### config.mk
export PLATFORM = sky130hd
export DESIGN_NAME = netdev_pm_ctrl
export DESIGN_NICKNAME = d
export VERILOG_FILES = /design/src/rtl/netdev_pm_pkg.sv /design/src/rtl/pm_state_fsm.sv /design/src/rtl/pm_wake_ctrl.sv /design/src/rtl/pm_gate_decode.sv /design/src/rtl/netdev_pm_ctrl.sv
export SDC_FILE = /design/constraint.sdc
export NUM_CORES = 1
export LEC_CHECK = 0
export ABC_AREA = 0
export BUFFER_PORTS_ARGS = -buffer_cell sky130_fd_sc_hd__buf_2
export CELL_PAD_IN_SITES_DETAIL_PLACEMENT = 0
export CELL_PAD_IN_SITES_GLOBAL_PLACEMENT = 2
export CORE_MARGIN = 4
export CORE_UTILIZATION = 22
export DETAILED_ROUTE_END_ITERATION = 6
export PLACE_DENSITY_LB_ADDON = 0.1
export SLEW_MARGIN = 20
export SYNTH_ARGS = -nofsm -noshare
export SYNTH_HDL_FRONTEND = slang
export SYNTH_SLANG_ARGS = --single-unit
### constraint.sdc
create_clock -name clk -period 1.5 [get_ports clk]
set_input_delay 0.075 -clock clk [delete_from_list [all_inputs] [get_ports clk]]
set_output_delay 0.075 -clock clk [all_outputs]
set_load 0.02 [all_outputs]
### src/rtl/netdev_pm_pkg.sv
package netdev_pm_pkg;

    typedef enum logic [2:0] {
        PM_D0U = 3'd0,
        PM_D0A = 3'd1,
        PM_D1  = 3'd2,
        PM_D2  = 3'd3,
        PM_D3  = 3'd4
    } pm_state_e;

    localparam logic [1:0] REQ_D0 = 2'b00;
    localparam logic [1:0] REQ_D1 = 2'b01;
    localparam logic [1:0] REQ_D2 = 2'b10;

    typedef struct packed {
        logic master_en;
        logic irq_en;
        logic keepalive_en;
        logic cfg_only;
        logic low_power;
    } pm_gates_t;

    function automatic logic is_sleep(pm_state_e s);
        return (s == PM_D1) || (s == PM_D2) || (s == PM_D3);
    endfunction

    function automatic logic is_deep_capable(pm_state_e s);
        return (s == PM_D2) || (s == PM_D3);
    endfunction

    function automatic pm_state_e req_target(logic [1:0] code, pm_state_e cur);
        pm_state_e nxt;
        case (code)
            REQ_D0:  nxt = is_sleep(cur) ? PM_D0U : cur;
            REQ_D1:  nxt = PM_D1;
            REQ_D2:  nxt = PM_D2;
            default: nxt = PM_D3;
        endcase
        return nxt;
    endfunction

endpackage

### src/rtl/pm_state_fsm.sv
module pm_state_fsm
    import netdev_pm_pkg::*;
#(
    parameter int NUM_BARS = 3
) (
    input  logic                clk,
    input  logic                rst,
    input  logic                req_we,
    input  logic [1:0]          req_code,
    input  logic [NUM_BARS-1:0] bar_wr,
    input  logic                link_valid,
    input  logic                deep_en,
    output pm_state_e           state,
    output logic                deep,
    output logic                to_d0
);

    pm_state_e state_q;
    logic      deep_q;
    logic      any_bar;

    assign any_bar = |bar_wr;
    assign to_d0   = req_we && (req_code == REQ_D0) && is_sleep(state_q);

    always_ff @(posedge clk) begin
        if (rst) begin
            state_q <= PM_D0U;
            deep_q  <= 1'b0;
        end else begin
            if (req_we) begin
                state_q <= req_target(req_code, state_q);
            end else if ((state_q == PM_D0U) && any_bar) begin
                state_q <= PM_D0A;
            end
            deep_q <= !req_we && is_deep_capable(state_q) && deep_en && !link_valid;
        end
    end

    assign state = state_q;
    assign deep  = deep_q;

    a_r2_bar_activates: assert property (@(posedge clk) disable iff (rst)
        (state_q == PM_D0U) && !req_we && any_bar |=> (state_q == PM_D0A));

    a_r4_d0_lands_uninit: assert property (@(posedge clk) disable iff (rst)
        to_d0 |=> (state_q == PM_D0U));

    a_r7_deep_in_d2_d3: assert property (@(posedge clk) disable iff (rst)
        deep_q |-> is_deep_capable(state_q));

    a_r8_deep_exit_on_link: assert property (@(posedge clk) disable iff (rst)
        deep_q && link_valid |=> !deep_q);

endmodule

### src/rtl/pm_wake_ctrl.sv
module pm_wake_ctrl
    import netdev_pm_pkg::*;
(
    input  logic      clk,
    input  logic      rst,
    input  pm_state_e state,
    input  logic      deep,
    input  logic      to_d0,
    input  logic      link_valid,
    input  logic      link_wake_en,
    input  logic      wake_pkt,
    input  logic      wake_clr,
    output logic      wake
);

    logic link_q;
    logic wake_q;
    logic pkt_ev;
    logic link_ev;
    logic any_ev;

    assign pkt_ev  = wake_pkt && ((state == PM_D0U) || (is_sleep(state) && !deep));
    assign link_ev = link_wake_en && (link_valid != link_q) && (state != PM_D0U);
    assign any_ev  = pkt_ev || link_ev;

    always_ff @(posedge clk) begin
        if (rst) begin
            link_q <= 1'b0;
            wake_q <= 1'b0;
        end else begin
            link_q <= link_valid;
            if (to_d0) begin
                wake_q <= 1'b0;
            end else if (any_ev) begin
                wake_q <= 1'b1;
            end else if (wake_clr) begin
                wake_q <= 1'b0;
            end
        end
    end

    assign wake = wake_q;

    a_r9_level_holds: assert property (@(posedge clk) disable iff (rst)
        wake_q && !wake_clr && !to_d0 |=> wake_q);

    a_r9_d0_clears: assert property (@(posedge clk) disable iff (rst)
        to_d0 |=> !wake_q);

    a_r5_active_pkt_ignored: assert property (@(posedge clk) disable iff (rst)
        (state == PM_D0A) && !wake_q && wake_pkt && !link_ev |=> !wake_q);

endmodule

### src/rtl/pm_gate_decode.sv
module pm_gate_decode
    import netdev_pm_pkg::*;
(
    input  pm_state_e state,
    input  logic      deep,
    output pm_gates_t gates
);

    always_comb begin
        gates.master_en    = (state == PM_D0A);
        gates.irq_en       = (state == PM_D0A);
        gates.keepalive_en = !deep;
        gates.cfg_only     = is_sleep(state);
        gates.low_power    = is_deep_capable(state);
    end

endmodule

### src/rtl/netdev_pm_ctrl.sv
module netdev_pm_ctrl
    import netdev_pm_pkg::*;
#(
    parameter int NUM_BARS = 3
) (
    input  logic                clk,
    input  logic                rst,
    input  logic                req_we,
    input  logic [1:0]          req_code,
    input  logic [NUM_BARS-1:0] bar_wr,
    input  logic                link_valid,
    input  logic                wake_pkt,
    input  logic                deep_en,
    input  logic                link_wake_en,
    input  logic                wake_clr,
    input  logic                host_cardbus,
    output logic [2:0]          pm_state,
    output logic                deep_mode,
    output logic                master_en,
    output logic                irq_en,
    output logic                keepalive_en,
    output logic                cfg_only,
    output logic                low_power,
    output logic                wake_req,
    output logic                pme_n_out,
    output logic                csc_out
);

    pm_state_e state;
    logic      deep;
    logic      to_d0;
    logic      wake;
    pm_gates_t gates;

    pm_state_fsm #(.NUM_BARS(NUM_BARS)) u_fsm (
        .clk        (clk),
        .rst        (rst),
        .req_we     (req_we),
        .req_code   (req_code),
        .bar_wr     (bar_wr),
        .link_valid (link_valid),
        .deep_en    (deep_en),
        .state      (state),
        .deep       (deep),
        .to_d0      (to_d0)
    );

    pm_wake_ctrl u_wake (
        .clk          (clk),
        .rst          (rst),
        .state        (state),
        .deep         (deep),
        .to_d0        (to_d0),
        .link_valid   (link_valid),
        .link_wake_en (link_wake_en),
        .wake_pkt     (wake_pkt),
        .wake_clr     (wake_clr),
        .wake         (wake)
    );

    pm_gate_decode u_dec (
        .state (state),
        .deep  (deep),
        .gates (gates)
    );

    assign pm_state     = state;
    assign deep_mode    = deep;
    assign master_en    = gates.master_en;
    assign irq_en       = gates.irq_en;
    assign keepalive_en = gates.keepalive_en;
    assign cfg_only     = gates.cfg_only;
    assign low_power    = gates.low_power;
    assign wake_req     = wake;
    assign pme_n_out    = wake && !host_cardbus;
    assign csc_out      = wake && host_cardbus;

    a_r10_one_route: assert property (@(posedge clk) disable iff (rst)
        $onehot0({pme_n_out, csc_out}) && ((pme_n_out || csc_out) == wake_req));

    a_r3_sleep_no_master: assert property (@(posedge clk) disable iff (rst)
        cfg_only |-> !master_en && !irq_en);

    a_r7_deep_stops_keepalive: assert property (@(posedge clk) disable iff (rst)
        deep_mode |-> !keepalive_en && low_power);

endmodule

==> run_results.csv, run 1 <==
group,metric,value,unit
synthesis,synth_seq_cells,6,
setup_path,cp-start-kind,"register",
power_and_ir_drop,p_leak,0.000320,µW
synthesis,yosysSeqAreaShare,0.255,
final_layout,nNetsFinal,100,
routing,drt-total-wl,1270,µm
final_layout,fillers,230,
floorplanning,die_h,54.3,µm
synthesis,ys_types,29,
routing,dr.pass1.iters,4,
floorplanning,fp.dieArea,2950,µm²
synthesis,yosys_warnings,0,
final_layout,syn2layout_area_growth,36.3,%
sta,setup_viol,0,
final_layout,ff_latch_area,121,µm²
power_and_ir_drop,p_per_area,779,nW/µm²
synthesis,synthCells,55,
sta,fin_crit_sh,0.945,
sta,drv_slew,0,
clocking,ctsHoldBuffers,0,
final_layout,drive_gt1_frac,0.444,
synthesis,syn_nets,72,
clocking,cts_tree,"built",
synthesis,synth_top_area_share,0.255,
sta,maxSlewHeadroom,0.816,
synthesis,yosysTopAreaCell,"dfxtp_1",
setup_path,end_kind,"primary output",
synthesis,netlist_area,472,µm²
routing,wl_per_cell,11.8,µm
placement,place_congestion,0.673,
clocking,cts_root_buf,"clkbuf_4",
setup_path,critPathKind,"reg -> out",
synthesis,synth_top_flop_cell,"dfxtp_1",
sta,max_freq,705,MHz
sta,final_hold_viol_count,0,
floorplanning,die_w,54.3,µm
global_route,grt_pass1_vias,461,
sta,worst_pin_slew,0.276,ns
synthesis,synth_commonest_cells,"dfxtp_1 (6), inv_1 (6)",
power_and_ir_drop,peakVddDrop,0.000287,V
synthesis,synth_area_leaders,"dfxtp_1 (25%), ha_1 (8.0%), a211oi_1 (4.8%)",
global_route,grt_usage,0.0980,
routing,viasPerCell,4.61,
global_route,antenna_found_initial,0,
routing,drc,0,
placement,port_buffers,25,
setup_path,worstPathMaxFanout,8,
setup_path,worstPathArrival,1.34,ns
routing,drt_iter0_markers,8,
floorplanning,ios,26,
floorplanning,core_area,2000,µm²
routing,ant_nets,0,
clocking,clkTransAtPathRegs,0.05,ns
floorplanning,start_util,0.236,
sta,period_needed,1.42,ns
sta,finalSetupTns,0,ns
synthesis,syn_avg_cell_area,8.58,µm²
worst_hold_path,hold_path_class,"in -> reg",
floorplanning,rows,16,
final_layout,finish.utilization,0.321,
setup_path,rr_worst_depth,3,
global_route,grt_max_degree,10,
worst_hold_path,hold_depth,2,
setup_path,required,1.42,ns
global_route,grt_pass1_wl,2000,µm
placement,hpwlAfterDp,1050,µm
clocking,insertion_delay,0.24,ns
clocking,cts_buffers,3,
final_layout,multiInputGateArea,303,µm²
clocking,post_cts_buffers,0,
final_layout,num_antenna_cells,0,
synthesis,async_flop_share,0,
clocking,clock_path_buffers,2,
synthesis,synth_edf_count,0,
clocking,cts_sinks,6,
global_route,overflow,0,
sta,fin_skew,0.00509,ns
run,maxCapViolCount,0,
clocking,cts_max_level,1,
routing,vias,498,
sta,rsz0062_at_grt,"no",
status,status,"finished, final reports clean",
[per-layer routing]
layer / up-vias / global-route usage / routed length, µm
met2: 24 / 0.147 / 533
met3: 2 / 0.0191 / 128
met5: - / 0 / 0
met1: 219 / 0.117 / 578
li1: 253 / - / -
met4: 0 / 0.0871 / 30
[cells by family after synthesis]
group	after synthesis	share of synthesized area
AO/OA/AOI/OAI	13	0.212
XOR/XNOR	2	0.0371
adder cells (fa/ha/maj)	3	0.0796
buffers and inverters	10	0.114
flip-flops	6	0.255
AND/OR/NAND/NOR	21	0.302
[layout by cell type, fill, tap and decap left out]
| master | Yosys | routed |
|---|---|---|
| dfxtp_2 | 0 | 1 |
| inv_1 | 6 | 6 |
| and4bb_2 | 1 | 1 |
| a311oi_2 | 1 | 1 |
| or3_1 | 1 | 1 |
| ha_1 | 3 | 3 |
| nand3b_1 | 2 | 2 |
| a221oi_1 | 2 | 2 |
| nand2_1 | 2 | 2 |
| a41o_1 | 1 | 1 |
| nor3_1 | 3 | 2 |
| or3b_4 | 1 | 1 |
| and4b_1 | 1 | 1 |
| a21oi_1 | 1 | 1 |
| o21ai_0 | 3 | 3 |
| nand2b_1 | 2 | 2 |
| a31oi_1 | 1 | 1 |
| clkbuf_4 | 0 | 3 |
| and3b_1 | 1 | 1 |
| buf_2 | 1 | 25 |
| dfxtp_1 | 6 | 5 |
| a211oi_1 | 3 | 3 |
| nor2_1 | 1 | 1 |
| or3b_1 | 1 | 1 |
| xnor2_1 | 1 | 1 |
| o21ai_2 | 1 | 1 |
| buf_4 | 2 | 2 |
| nor3_2 | 0 | 1 |
| nor2b_1 | 2 | 2 |
| and2_1 | 3 | 3 |
| xor2_1 | 1 | 1 |
[power breakdown]
group	switching, µW	internal [µW]
combinational	88.8	70.8
clock	64.8	91.0
sequential	14.9	171
[critical path, stage by stage (launching register included)]
cell and delay [ns]:
dfxtp_1 0.38, or3b_4 0.45, nand2_1 0.11, buf_2 0.17
[sequential cells by signal, summed over array words and instances, names as in the netlist]
name and flops:
u_fsm.deep 1, u_fsm.state 3, u_wake.link_q 1, u_wake.wake 1
[what timing repair did]
item / 4_1_cts / 5_1_grt
gates resized for setup: 0 / 1
hold endpoints to repair: 0 / 0
endpoints found under the setup margin: 0 / 1
[cell type report]
| cell class | instances | share of cell area |
|---|---|---|
| well taps | 27 | 0.0525 |
| clock buffers | 3 | 0.0350 |
| flip-flops and latches | 6 | 0.189 |
| multi-input cells | 39 | 0.471 |
| inverters | 6 | 0.0350 |
| repair buffers | 27 | 0.218 |
[worst paths after layout]
| check | endpoint | slack, ns | from |
|---|---|---|---|
| setup / recovery | cfg_only | 0.08 | u_fsm.state[0] |
| hold / removal | u_fsm.state[2] | 0.09 | rst |
| setup reg to reg | u_fsm.state[0] | 0.22 | u_fsm.state[0] |
| hold reg to reg | u_wake.wake | 0.60 | u_wake.link_q |
[through the flow]
step	power [µW]	setup slack (ns)	std cells	instance area, µm²	hold WS (ns)
6_report	501	0.0818	108	643	0.0863
5_1_grt	540	0.00451	108	643	0.0753
4_1_cts	506	0.0592	108	642	0.0820
3_5_place_dp	350	0.213	105	619	0.342
3_3_place_gp	353	0.239	105	619	0.337
2_1_floorplan	295	0.0748	55	477	0.144
No activity file was read; power rests on OpenSTA's default activity.
==> run 2: changes to the inputs <==
--- a/config.mk
+++ b/config.mk
@@ -9,7 +9,6 @@
 export BUFFER_PORTS_ARGS = -buffer_cell sky130_fd_sc_hd__buf_2
 export CELL_PAD_IN_SITES_DETAIL_PLACEMENT = 0
 export CELL_PAD_IN_SITES_GLOBAL_PLACEMENT = 2
-export CORE_MARGIN = 4
 export CORE_UTILIZATION = 22
 export DETAILED_ROUTE_END_ITERATION = 6
 export PLACE_DENSITY_LB_ADDON = 0.1
==> run 2 against run 1 <==
  * Die area shrank 21%
  * Register-to-register slack got worse by 0.02 ns
  * Flip-flop and latch count unchanged
  * Power is 0.34% lower
  * Clock skew fell by 0.0027 ns
  * Count of clock-buffer cells in the layout did not move
  * Largest power group unchanged
  * Critical endpoint unchanged
==> run_results.csv, run 2 (synthesis results as in run 1) <==
group,metric,value,unit
global_route,grt_max_degree,12,
clocking,post_cts_buffers,0,
sta,period_needed,1.44,ns
power_and_ir_drop,peakVddDrop,0.000328,V
placement,placed_cell_area,612,µm²
global_route,grt_usage,0.110,
final_layout,syn2layout_area_growth,34.5,%
power_and_ir_drop,p_per_area,787,nW/µm²
sta,finalSetupTns,0,ns
floorplanning,die_w,48.3,µm
final_layout,layout_common_cells,"buf_2 (25), inv_1 (6), dfxtp_1 (6)",
clocking,cts_max_level,1,
setup_path,required,1.42,ns
sta,final_hold_viol_count,0,
floorplanning,die_h,48.3,µm
placement,place_congestion,0.732,
floorplanning,fp.dieArea,2330,µm²
clocking,cts_root_buf,"clkbuf_4",
clocking,cts-resized-gates,0,
clocking,clkTransAtPathRegs,0.05,ns
final_layout,num_antenna_cells,0,
floorplanning,rows,16,
final_layout,largest_reg_flops,3,
placement,port_buffers,25,
routing,dr.pass1.iters,4,
sta,fin_crit_sh,0.959,
sta,setup_viol,0,
routing,drt_iter0_markers,6,
status,status,"finished, final reports clean",
placement,hpwlAfterDp,946,µm
sta,rsz0062_at_grt,"no",
setup_path,r2r_slack,0.20,ns
setup_path,critPathKind,"reg -> out",
floorplanning,start_util,0.238,
routing,drt-total-wl,1160,µm
routing,wl_per_cell,10.9,µm
final_layout,finish.utilization,0.320,
final_layout,drive_gt1_frac,0.425,
power_and_ir_drop,p_leak,0.000314,µW
clocking,insertion_delay,0.25,ns
floorplanning,ios,26,
worst_hold_path,hold_path_class,"in -> reg",
run,maxCapViolCount,0,
routing,drc,0,
sta,max_freq,695,MHz
clocking,cts_sinks,6,
routing,ant_nets,0,
sta,drv_slew,0,
final_layout,final_common_cell,"buf_2",
global_route,antenna_found_initial,0,
clocking,cts_tree,"built",
setup_path,worstPathArrival,1.36,ns
final_layout,nNetsFinal,99,
sta,fin_skew,0.00238,ns
sta,worst_pin_slew,0.363,ns
clocking,cts_buffers,3,
clocking,ctsHoldBuffers,0,
floorplanning,core_area,1980,µm²
final_layout,design_area,634,µm²
sta,maxSlewHeadroom,0.757,
setup_path,cp-start-kind,"register",
global_route,grt_pass1_wl,1960,µm
setup_path,worstPathMaxFanout,11,
global_route,grt_pass1_vias,468,
final_layout,layout.cells.non_filler,107,
clocking,clock_path_buffers,2,
setup_path,end_kind,"primary output",
routing,vias,465,
sta,whs,0.0796,ns
routing,viasPerCell,4.35,
placement,dp.cells,104,
global_route,overflow,0,
==> run 2: worst paths after layout <==
check / start / to / cells past startpoint
hold / removal: rst / u_wake.link_q / 2
setup / recovery: u_fsm.state[1] / cfg_only / 3
setup reg to reg: u_fsm.state[1] / u_fsm.state[0] / 3
hold reg to reg: u_wake.link_q / u_wake.wake / 3
==> run 2: stage by stage <==
stage | setup slack (ns) | total power, µW
2_1_floorplan | 0.0748 | 295
3_3_place_gp | 0.213 | 348
3_5_place_dp | 0.204 | 345
4_1_cts | 0.0417 | 510
5_1_grt | 0.0196 | 537
6_report | 0.0614 | 499
==> run 2: area by class of cell <==
class	count	area, µm²
clock buffer	3	22.5
tap	27	33.8
fill	209	1350
timing repair buffer	26	133
inverter	6	22.5
sequential	6	120
multi-input combinational	39	303
==> run 2: worst max-delay path, cell delays in order (launching register included) <==
cell,delay (ns)
dfxtp_1,0.41
or3b_4,0.44
nand2_1,0.10
buf_2,0.17
==> run 2: layer usage <==
metal	vias up	share of wire	track usage
li1	245	-	-
met1	203	0.45	0.115
met2	17	0.48	0.190
met3	0	0.065	0.0409
met4	0	0	0.0588
met5	-	0	0
==> run 2: power breakdown <==
| part | internal [µW] | switching, µW | total [µW] |
|---|---|---|---|
| Combinational | 68.3 | 85.6 | 154 |
| Clock | 91.2 | 67.8 | 159 |
| Sequential | 171 | 16.0 | 187 |
| Total | 330 | 169 | 499 |
